$ cat src/rtl/acc_cpu_pkg.sv
package acc_cpu_pkg;

  localparam logic [3:0] OPC_MOVE  = 4'h0;
  localparam logic [3:0] OPC_ADD   = 4'h1;
  localparam logic [3:0] OPC_SUB   = 4'h2;
  localparam logic [3:0] OPC_AND   = 4'h3;
  localparam logic [3:0] OPC_LOAD  = 4'h4;
  localparam logic [3:0] OPC_STORE = 4'h5;
  localparam logic [3:0] OPC_ADDM  = 4'h6;
  localparam logic [3:0] OPC_SUBM  = 4'h7;
  localparam logic [3:0] OPC_JMP   = 4'h8;
  localparam logic [3:0] OPC_JZ    = 4'h9;
  localparam logic [3:0] OPC_JNZ   = 4'hA;

  typedef enum logic [1:0] {
    ST_FETCH  = 2'd0,
    ST_DECODE = 2'd1,
    ST_EXEC   = 2'd2,
    ST_MEMRD  = 2'd3
  } phase_e;

  typedef enum logic [1:0] {
    ALU_PASS = 2'd0,
    ALU_ADD  = 2'd1,
    ALU_SUB  = 2'd2,
    ALU_AND  = 2'd3
  } alu_op_e;

  function automatic alu_op_e alu_sel(input logic [3:0] opc);
    alu_op_e r;
    case (opc)
      OPC_ADD, OPC_ADDM: r = ALU_ADD;
      OPC_SUB, OPC_SUBM: r = ALU_SUB;
      OPC_AND:           r = ALU_AND;
      default:           r = ALU_PASS;
    endcase
    return r;
  endfunction

endpackage

$ cat src/rtl/acc_cpu_alu.sv
module acc_cpu_alu
  import acc_cpu_pkg::*;
#(
  parameter int DATA_W = 8
) (
  input  logic [DATA_W-1:0] opa,
  input  logic [DATA_W-1:0] opb,
  input  alu_op_e           op,
  output logic [DATA_W-1:0] res,
  output logic              res_zero
);

  always_comb begin
    case (op)
      ALU_ADD: res = opa + opb;
      ALU_SUB: res = opa - opb;
      ALU_AND: res = opa & opb;
      default: res = opb;
    endcase
  end

  assign res_zero = (res == '0);

endmodule

$ cat src/rtl/acc_cpu_ctrl.sv
module acc_cpu_ctrl
  import acc_cpu_pkg::*;
#(
  parameter int OPC_W = 4
) (
  input  logic             clk,
  input  logic             rst,
  input  logic [OPC_W-1:0] opcode,
  input  logic             zero,
  output phase_e           phase,
  output logic             ir_load,
  output logic             acc_load,
  output logic             pc_inc,
  output logic             pc_jump,
  output logic             addr_opnd,
  output logic             src_mem,
  output logic             mem_we,
  output alu_op_e          alu_op
);

  phase_e phase_nxt;

  always_ff @(posedge clk) begin
    if (rst) phase <= ST_FETCH;
    else     phase <= phase_nxt;
  end

  always_comb begin
    phase_nxt = phase;
    ir_load   = 1'b0;
    acc_load  = 1'b0;
    pc_inc    = 1'b0;
    pc_jump   = 1'b0;
    addr_opnd = 1'b0;
    src_mem   = 1'b0;
    mem_we    = 1'b0;
    alu_op    = alu_sel(opcode);
    case (phase)
      ST_FETCH: phase_nxt = ST_DECODE;
      ST_DECODE: begin
        ir_load   = 1'b1;
        phase_nxt = ST_EXEC;
      end
      ST_EXEC: begin
        phase_nxt = ST_FETCH;
        case (opcode)
          OPC_MOVE, OPC_ADD, OPC_SUB, OPC_AND: begin
            acc_load = 1'b1;
            pc_inc   = 1'b1;
          end
          OPC_LOAD, OPC_ADDM, OPC_SUBM: begin
            addr_opnd = 1'b1;
            phase_nxt = ST_MEMRD;
          end
          OPC_STORE: begin
            addr_opnd = 1'b1;
            mem_we    = 1'b1;
            pc_inc    = 1'b1;
          end
          OPC_JMP: pc_jump = 1'b1;
          OPC_JZ: begin
            pc_jump = zero;
            pc_inc  = ~zero;
          end
          OPC_JNZ: begin
            pc_jump = ~zero;
            pc_inc  = zero;
          end
          default: pc_inc = 1'b1;
        endcase
      end
      default: begin
        acc_load  = 1'b1;
        src_mem   = 1'b1;
        pc_inc    = 1'b1;
        phase_nxt = ST_FETCH;
      end
    endcase
  end

endmodule

$ cat src/rtl/acc_cpu_state.sv
module acc_cpu_state #(
  parameter int DATA_W = 8,
  parameter int WORD_W = 16,
  parameter int ADDR_W = 8
) (
  input  logic              clk,
  input  logic              rst,
  input  logic              ir_load,
  input  logic [WORD_W-1:0] ir_in,
  input  logic              acc_load,
  input  logic [DATA_W-1:0] acc_in,
  input  logic              acc_in_zero,
  input  logic              pc_inc,
  input  logic              pc_jump,
  input  logic [ADDR_W-1:0] jump_tgt,
  output logic [ADDR_W-1:0] pc,
  output logic [DATA_W-1:0] acc,
  output logic              zflag,
  output logic [WORD_W-1:0] ir
);

  always_ff @(posedge clk) begin
    if (rst) begin
      pc <= '0;
    end else if (pc_jump) begin
      pc <= jump_tgt;
    end else if (pc_inc) begin
      pc <= pc + 1'b1;
    end
  end

  always_ff @(posedge clk) begin
    if (rst) begin
      acc   <= '0;
      zflag <= 1'b1;
    end else if (acc_load) begin
      acc   <= acc_in;
      zflag <= acc_in_zero;
    end
  end

  always_ff @(posedge clk) begin
    if (rst)          ir <= '0;
    else if (ir_load) ir <= ir_in;
  end

endmodule

$ cat src/rtl/acc_cpu.sv
module acc_cpu
  import acc_cpu_pkg::*;
#(
  parameter int DATA_W = 8,
  parameter int WORD_W = 16,
  parameter int ADDR_W = 8
) (
  input  logic              clk,
  input  logic              rst,
  output logic [ADDR_W-1:0] mem_addr,
  input  logic [WORD_W-1:0] mem_rdata,
  output logic [WORD_W-1:0] mem_wdata,
  output logic              mem_we,
  output logic [ADDR_W-1:0] dbg_pc,
  output logic [DATA_W-1:0] dbg_acc,
  output logic [WORD_W-1:0] dbg_ir,
  output logic              dbg_zero
);

  localparam int OPC_W   = 4;
  localparam int OPC_LSB = WORD_W - OPC_W;
  localparam int PAD_W   = WORD_W - DATA_W;

  phase_e            phase;
  alu_op_e           alu_op;
  logic              ir_load, acc_load, pc_inc, pc_jump;
  logic              addr_opnd, src_mem, we_int;
  logic [ADDR_W-1:0] pc;
  logic [DATA_W-1:0] acc, opb, alu_res;
  logic              alu_zero, zflag;
  logic [WORD_W-1:0] ir;
  logic [OPC_W-1:0]  opcode;
  logic              unused_hi;

  assign opcode = ir[WORD_W-1:OPC_LSB];
  assign opb    = src_mem ? mem_rdata[DATA_W-1:0] : ir[DATA_W-1:0];

  acc_cpu_ctrl #(.OPC_W(OPC_W)) u_ctrl (
    .clk       (clk),
    .rst       (rst),
    .opcode    (opcode),
    .zero      (zflag),
    .phase     (phase),
    .ir_load   (ir_load),
    .acc_load  (acc_load),
    .pc_inc    (pc_inc),
    .pc_jump   (pc_jump),
    .addr_opnd (addr_opnd),
    .src_mem   (src_mem),
    .mem_we    (we_int),
    .alu_op    (alu_op)
  );

  acc_cpu_alu #(.DATA_W(DATA_W)) u_alu (
    .opa      (acc),
    .opb      (opb),
    .op       (alu_op),
    .res      (alu_res),
    .res_zero (alu_zero)
  );

  acc_cpu_state #(.DATA_W(DATA_W), .WORD_W(WORD_W), .ADDR_W(ADDR_W)) u_state (
    .clk         (clk),
    .rst         (rst),
    .ir_load     (ir_load),
    .ir_in       (mem_rdata),
    .acc_load    (acc_load),
    .acc_in      (alu_res),
    .acc_in_zero (alu_zero),
    .pc_inc      (pc_inc),
    .pc_jump     (pc_jump),
    .jump_tgt    (ir[ADDR_W-1:0]),
    .pc          (pc),
    .acc         (acc),
    .zflag       (zflag),
    .ir          (ir)
  );

  assign mem_addr = addr_opnd ? ir[ADDR_W-1:0] : pc;
  assign mem_we   = we_int;

  generate
    if (PAD_W > 0) begin : g_pad
      assign mem_wdata = {{PAD_W{1'b0}}, acc};
    end else begin : g_nopad
      assign mem_wdata = acc[WORD_W-1:0];
    end
  endgenerate

  assign unused_hi = ^{mem_rdata[WORD_W-1:DATA_W], ir[OPC_LSB-1:DATA_W], phase};

  assign dbg_pc   = pc;
  assign dbg_acc  = acc;
  assign dbg_ir   = ir;
  assign dbg_zero = zflag;

endmodule

$ cat config.mk
export PLATFORM = sky130hd
export DESIGN_NAME = acc_cpu
export DESIGN_NICKNAME = d
export VERILOG_FILES = /design/src/rtl/acc_cpu_pkg.sv /design/src/rtl/acc_cpu_alu.sv /design/src/rtl/acc_cpu_ctrl.sv /design/src/rtl/acc_cpu_state.sv /design/src/rtl/acc_cpu.sv
export SDC_FILE = /design/constraint.sdc
export NUM_CORES = 1
export LEC_CHECK = 0
export ABC_CLOCK_PERIOD_IN_PS = 5900
export CELL_PAD_IN_SITES_DETAIL_PLACEMENT = 0
export CELL_PAD_IN_SITES_GLOBAL_PLACEMENT = 2
export CORE_MARGIN = 4
export CORE_UTILIZATION = 28
export DETAILED_ROUTE_END_ITERATION = 7
export PLACE_DENSITY = 0.87
export SYNTH_ARGS = -nofsm -noshare
export SYNTH_HDL_FRONTEND = slang
export SYNTH_SLANG_ARGS = --single-unit
$ cat constraint.sdc
create_clock -name clk -period 5.9 [get_ports clk]
set_input_delay 1.18 -clock clk [delete_from_list [all_inputs] [get_ports clk]]
set_output_delay 1.18 -clock clk [all_outputs]
set_load 0.03 [all_outputs]
==> results.txt <==
* Crit path to: u_state.acc[7]$_SDFFE_PP0P_
- The worst register-to-register path ends at u_state.acc[7]$_SDFFE_PP0P_.
* Via count: between 2000 and 2500
* 1st-pass router iterations: 4
* Total routing usage reported by global routing: 0.131
- Number of violations reported at the end of detailed-routing iteration 0: ~110
* Post-Route Skew: ~0.0067 ns
* CTS Buffer Depth: 2
- STA classifies the critical path endpoint as a flop.
- The floorplan step defined a core boundary enclosing about 8800 µm².
* Num rows: 34
- Number of levels the H-tree was split into: 2
- After clock tree synthesis, the clock-pin slew on the worst setup and hold paths is approximately 0.070 ns.
* Width of the die: roughly 100 µm
- Counting cells, the worst reg-to-reg path comes to 13.
- Final hold analysis gives a worst-case slack of around 0.46 ns.
* Crit path largest cell delay: about 0.46 ns
* Root buffer selected by CTS: sky130_fd_sc_hd__clkbuf_8
- For this run, asynchronously set or reset flops after synthesis account for 0.
* Post-route fraction of the period consumed by the critical path: 0.703
* Most used standard cell by instance count after synthesis: sky130_fd_sc_hd__nand2_1
- In this run the worst setup path begins at mem_rdata[0].
- After detailed routing, the average wire length per cell comes to between 10 and 15 µm.
- The HPWL after detailed placement is around 5.5 mm.
* Number of max-capacitance violations reported: 0
- Worst slew pin tran: between 0.7 and 0.8 ns
* Post-cts sizing count: 0
- The total overflow left after global routing is 0.
- Count of port buffers added during placement: 67
* RSZ-0062 raised after global routing: false
- Data on the critical path arrives at its endpoint at around 4.3 ns.
* Antenna violations before repair: 0
* Remaining routing DRC violations: 0
- Critical path's slowest cell: sky130_fd_sc_hd__clkdlybuf4s50_1
- The biggest area contributor in the post-synthesis netlist is sky130_fd_sc_hd__dfxtp_1.
- Mapped Area: ~2600 µm²
* Die area: ~11000 µm²
- CP cell instances: clkdlybuf4s50_1, and3_4, a21oi_1, ha_1, and3_1, a31oi_1, xor2_1, ha_1, a21oi_1, nand2_1, o21ai_0, nand4b_1, o2111ai_1, o31a_1
- Kind of critical path: in -> reg
- The flow ran to the end, and the final reports show no timing, DRC or antenna violations.
* Number of register bits inferred by synthesis: 35
- Summing internal, switching and leakage power gives approximately 790 µW.
- Power spread over the standard cell area amounts to roughly 240 nW/µm².
- Across all register-to-register paths, the minimum setup slack is about 2.1 ns.
* Top achievable clock speed: about 240 MHz
* Insertion delay to the later sink of the worst-skew pair: 0.29 ns
* Number of buffers inserted by post-CTS setup repair: 0
* Initial Utilization: 0.290
- Cts hold-fix bufs: 0
- Clock tree from TritonCTS: done
- Across the VDD grid, the largest voltage drop is approximately 80 µV.
- Startpoint of the worst register-to-register path: u_ctrl.phase[0]$_SDFF_PP0_
- Number of hold-slack violations in the final timing report: 0
- TritonCTS created 5 clock buffers.
- For this block, the routed nets add up to slightly above 7 mm of wire.
- Entering global routing, the biggest net connects 36 pins.
- Antenna fix cells: 0
- Compared with the post-synthesis result, the final layout area differs by 29.6%.
* Synth unique cells: 51
- Among all flip-flop cells after synthesis, the most frequent one is sky130_fd_sc_hd__dfxtp_1.
* Maximum fanout along the worst path: 6
- Weighted congestion at the end of routability-driven global placement: about 0.81
- Worst min-delay path class: reg -> reg
* Die span in y: 104 µm
* Yosys Warn Count: 0
- Setup TNS after final layout: 0 ns
- The number of global-route vias before repair came to 2255.
- After synthesis, the most frequently instantiated cells are 49 x sky130_fd_sc_hd__nand2_1, 40 x sky130_fd_sc_hd__a21oi_1, 35 x sky130_fd_sc_hd__dfxtp_1.
* Share of Yosys cell area claimed by the top area cell type: 0.274
- For this run, the post-layout net count is just over 400.
- Sequential area share after synthesis: 0.274
- Final Slew Violations: 0
- 76 I/O pins were placed.
- Once detail routing completed, the nets flagged for antenna violations numbered 0.
- At the worst endpoint, the required time is about 6.1 ns.
- Setup violations remaining at the end of the flow were counted as 0.
* Count of flip-flops with a built-in enable after synthesis: 0
- Of the cells placed in the final design, the portion with a size suffix greater than 1 is 0.0553.
- In the synthesized netlist, the number of instances is about 330.
- The average instance in the mapped netlist occupies 7.72 µm².
- The worst path in the final design needs a cycle of ~4.1 ns, including I/O delays and setup.
- Cell types occupying the most area after synthesis: sky130_fd_sc_hd__dfxtp_1 27%, sky130_fd_sc_hd__a21oi_1 7.8%, sky130_fd_sc_hd__nand2_1 7.2%, sky130_fd_sc_hd__ha_1 6.4%, sky130_fd_sc_hd__buf_4 5.3%
* Startpoint types: primary input
- The first global-routing pass estimated about 12 mm of wire.
* Vias per Instance: 4.95
- The clock net in this run drives a total of 35 sinks.
- In this run the tightest slew margin relative to its limit is 0.522.
* Leakage power figure: 0.00127 µW
* Number of fillers in the final layout: about 900
[final cells by class]
class / count / area [µm²] / area share
Timing Repair Buffer: 69 / 686 / 0.207
Clock inverter: 2 / 35.0 / 0.0106
Inverter: 11 / 41.3 / 0.0125
Sequential cell: 35 / 701 / 0.212
Clock buffer: 6 / 82.6 / 0.0249
Tap cell: 108 / 135 / 0.0408
Multi-Input combinational cell: 257 / 1630 / 0.492
[how the worst min path moves through the flow]
stage | end | start | depth (start not counted) | slack [ns]
after floorplan | u_state.ir[10]$_SDFFE_PP0P_ | u_state.ir[10]$_SDFFE_PP0P_ | 2 | 0.58
after global placement | u_state.ir[11]$_SDFFE_PP0P_ | u_state.ir[11]$_SDFFE_PP0P_ | 2 | 0.44
after detailed placement | u_state.ir[11]$_SDFFE_PP0P_ | u_state.ir[11]$_SDFFE_PP0P_ | 2 | 0.45
after CTS | u_state.ir[11]$_SDFFE_PP0P_ | u_state.ir[11]$_SDFFE_PP0P_ | 2 | 0.46
after global routing | u_state.ir[9]$_SDFFE_PP0P_ | u_state.ir[9]$_SDFFE_PP0P_ | 2 | 0.49
final | u_state.ir[11]$_SDFFE_PP0P_ | u_state.ir[11]$_SDFFE_PP0P_ | 2 | 0.46
[through the flow]
step                 util  setup WS [ns]  area [µm²]  cells
floorplan               -           2.33        2580    338
global placement    0.363           1.57        3190    480
detailed placement  0.363           1.47        3190    480
CTS                 0.376           1.78        3310    488
global route        0.376           1.46        3310    488
finish              0.376           1.75        3310    488
[critical path: cells and delay by family]
family,cells,cell delay [ns]
compound gates,6,1.37
xor+xnor,1,0.16
fa+ha+maj,2,0.58
buf+inv,1,0.46
simple gates,4,0.58
[report_power, final]
part	internal, µW	total (µW)	switching, µW
Combinational	119	291	172
Sequential	251	274	23.8
Clock	137	230	92.8
Total	506	795	289
[cells by family (layout without fill, tap and decap cells)]
kind of cell / after synthesis / in the layout / synth area share
xor+xnor: 14 / 14 / 0.0480
buf+inv: 46 / 88 / 0.0979
flops: 35 / 35 / 0.274
fa+ha+maj: 14 / 14 / 0.0715
compound gates: 84 / 84 / 0.207
other cells: 1 / 8 / 0.00147
simple gates: 120 / 120 / 0.224
mux: 17 / 17 / 0.0754
[layer usage]
| metal | up-vias | wire, µm | global-route usage |
|---|---|---|---|
| met5 | - | 0 | 0 |
| li1 | 1241 | - | - |
| met1 | 1101 | 3650 | 0.183 |
| met2 | 65 | 3120 | 0.206 |
| met3 | 8 | 374 | 0.0311 |
| met4 | 0 | 52 | 0.0294 |
[registers in the layout (all words and copies together), names as in the netlist]
register and count:
u_state.ir 16, u_state.acc 8, u_state.pc 8, u_ctrl.phase 2
u_state.zflag 1
[layout by cell type (no fill, tap or decap), drive strengths merged, types with 6 or more instances in the layout]
cell type      Yosys  layout
xor2              10      10
nor2              27      27
a211oi             9       9
inv               11      11
nand2             49      49
dfxtp             35      35
nor2b              9       9
nand2b             6       6
a21oi             40      40
ha                13      13
mux2i              9       9
mux2               8       8
clkdlybuf4s50      0      67
clkbuf            13       6
o21ai              9       9
conb               1       8
No activity file was read; power rests on OpenSTA's default activity.
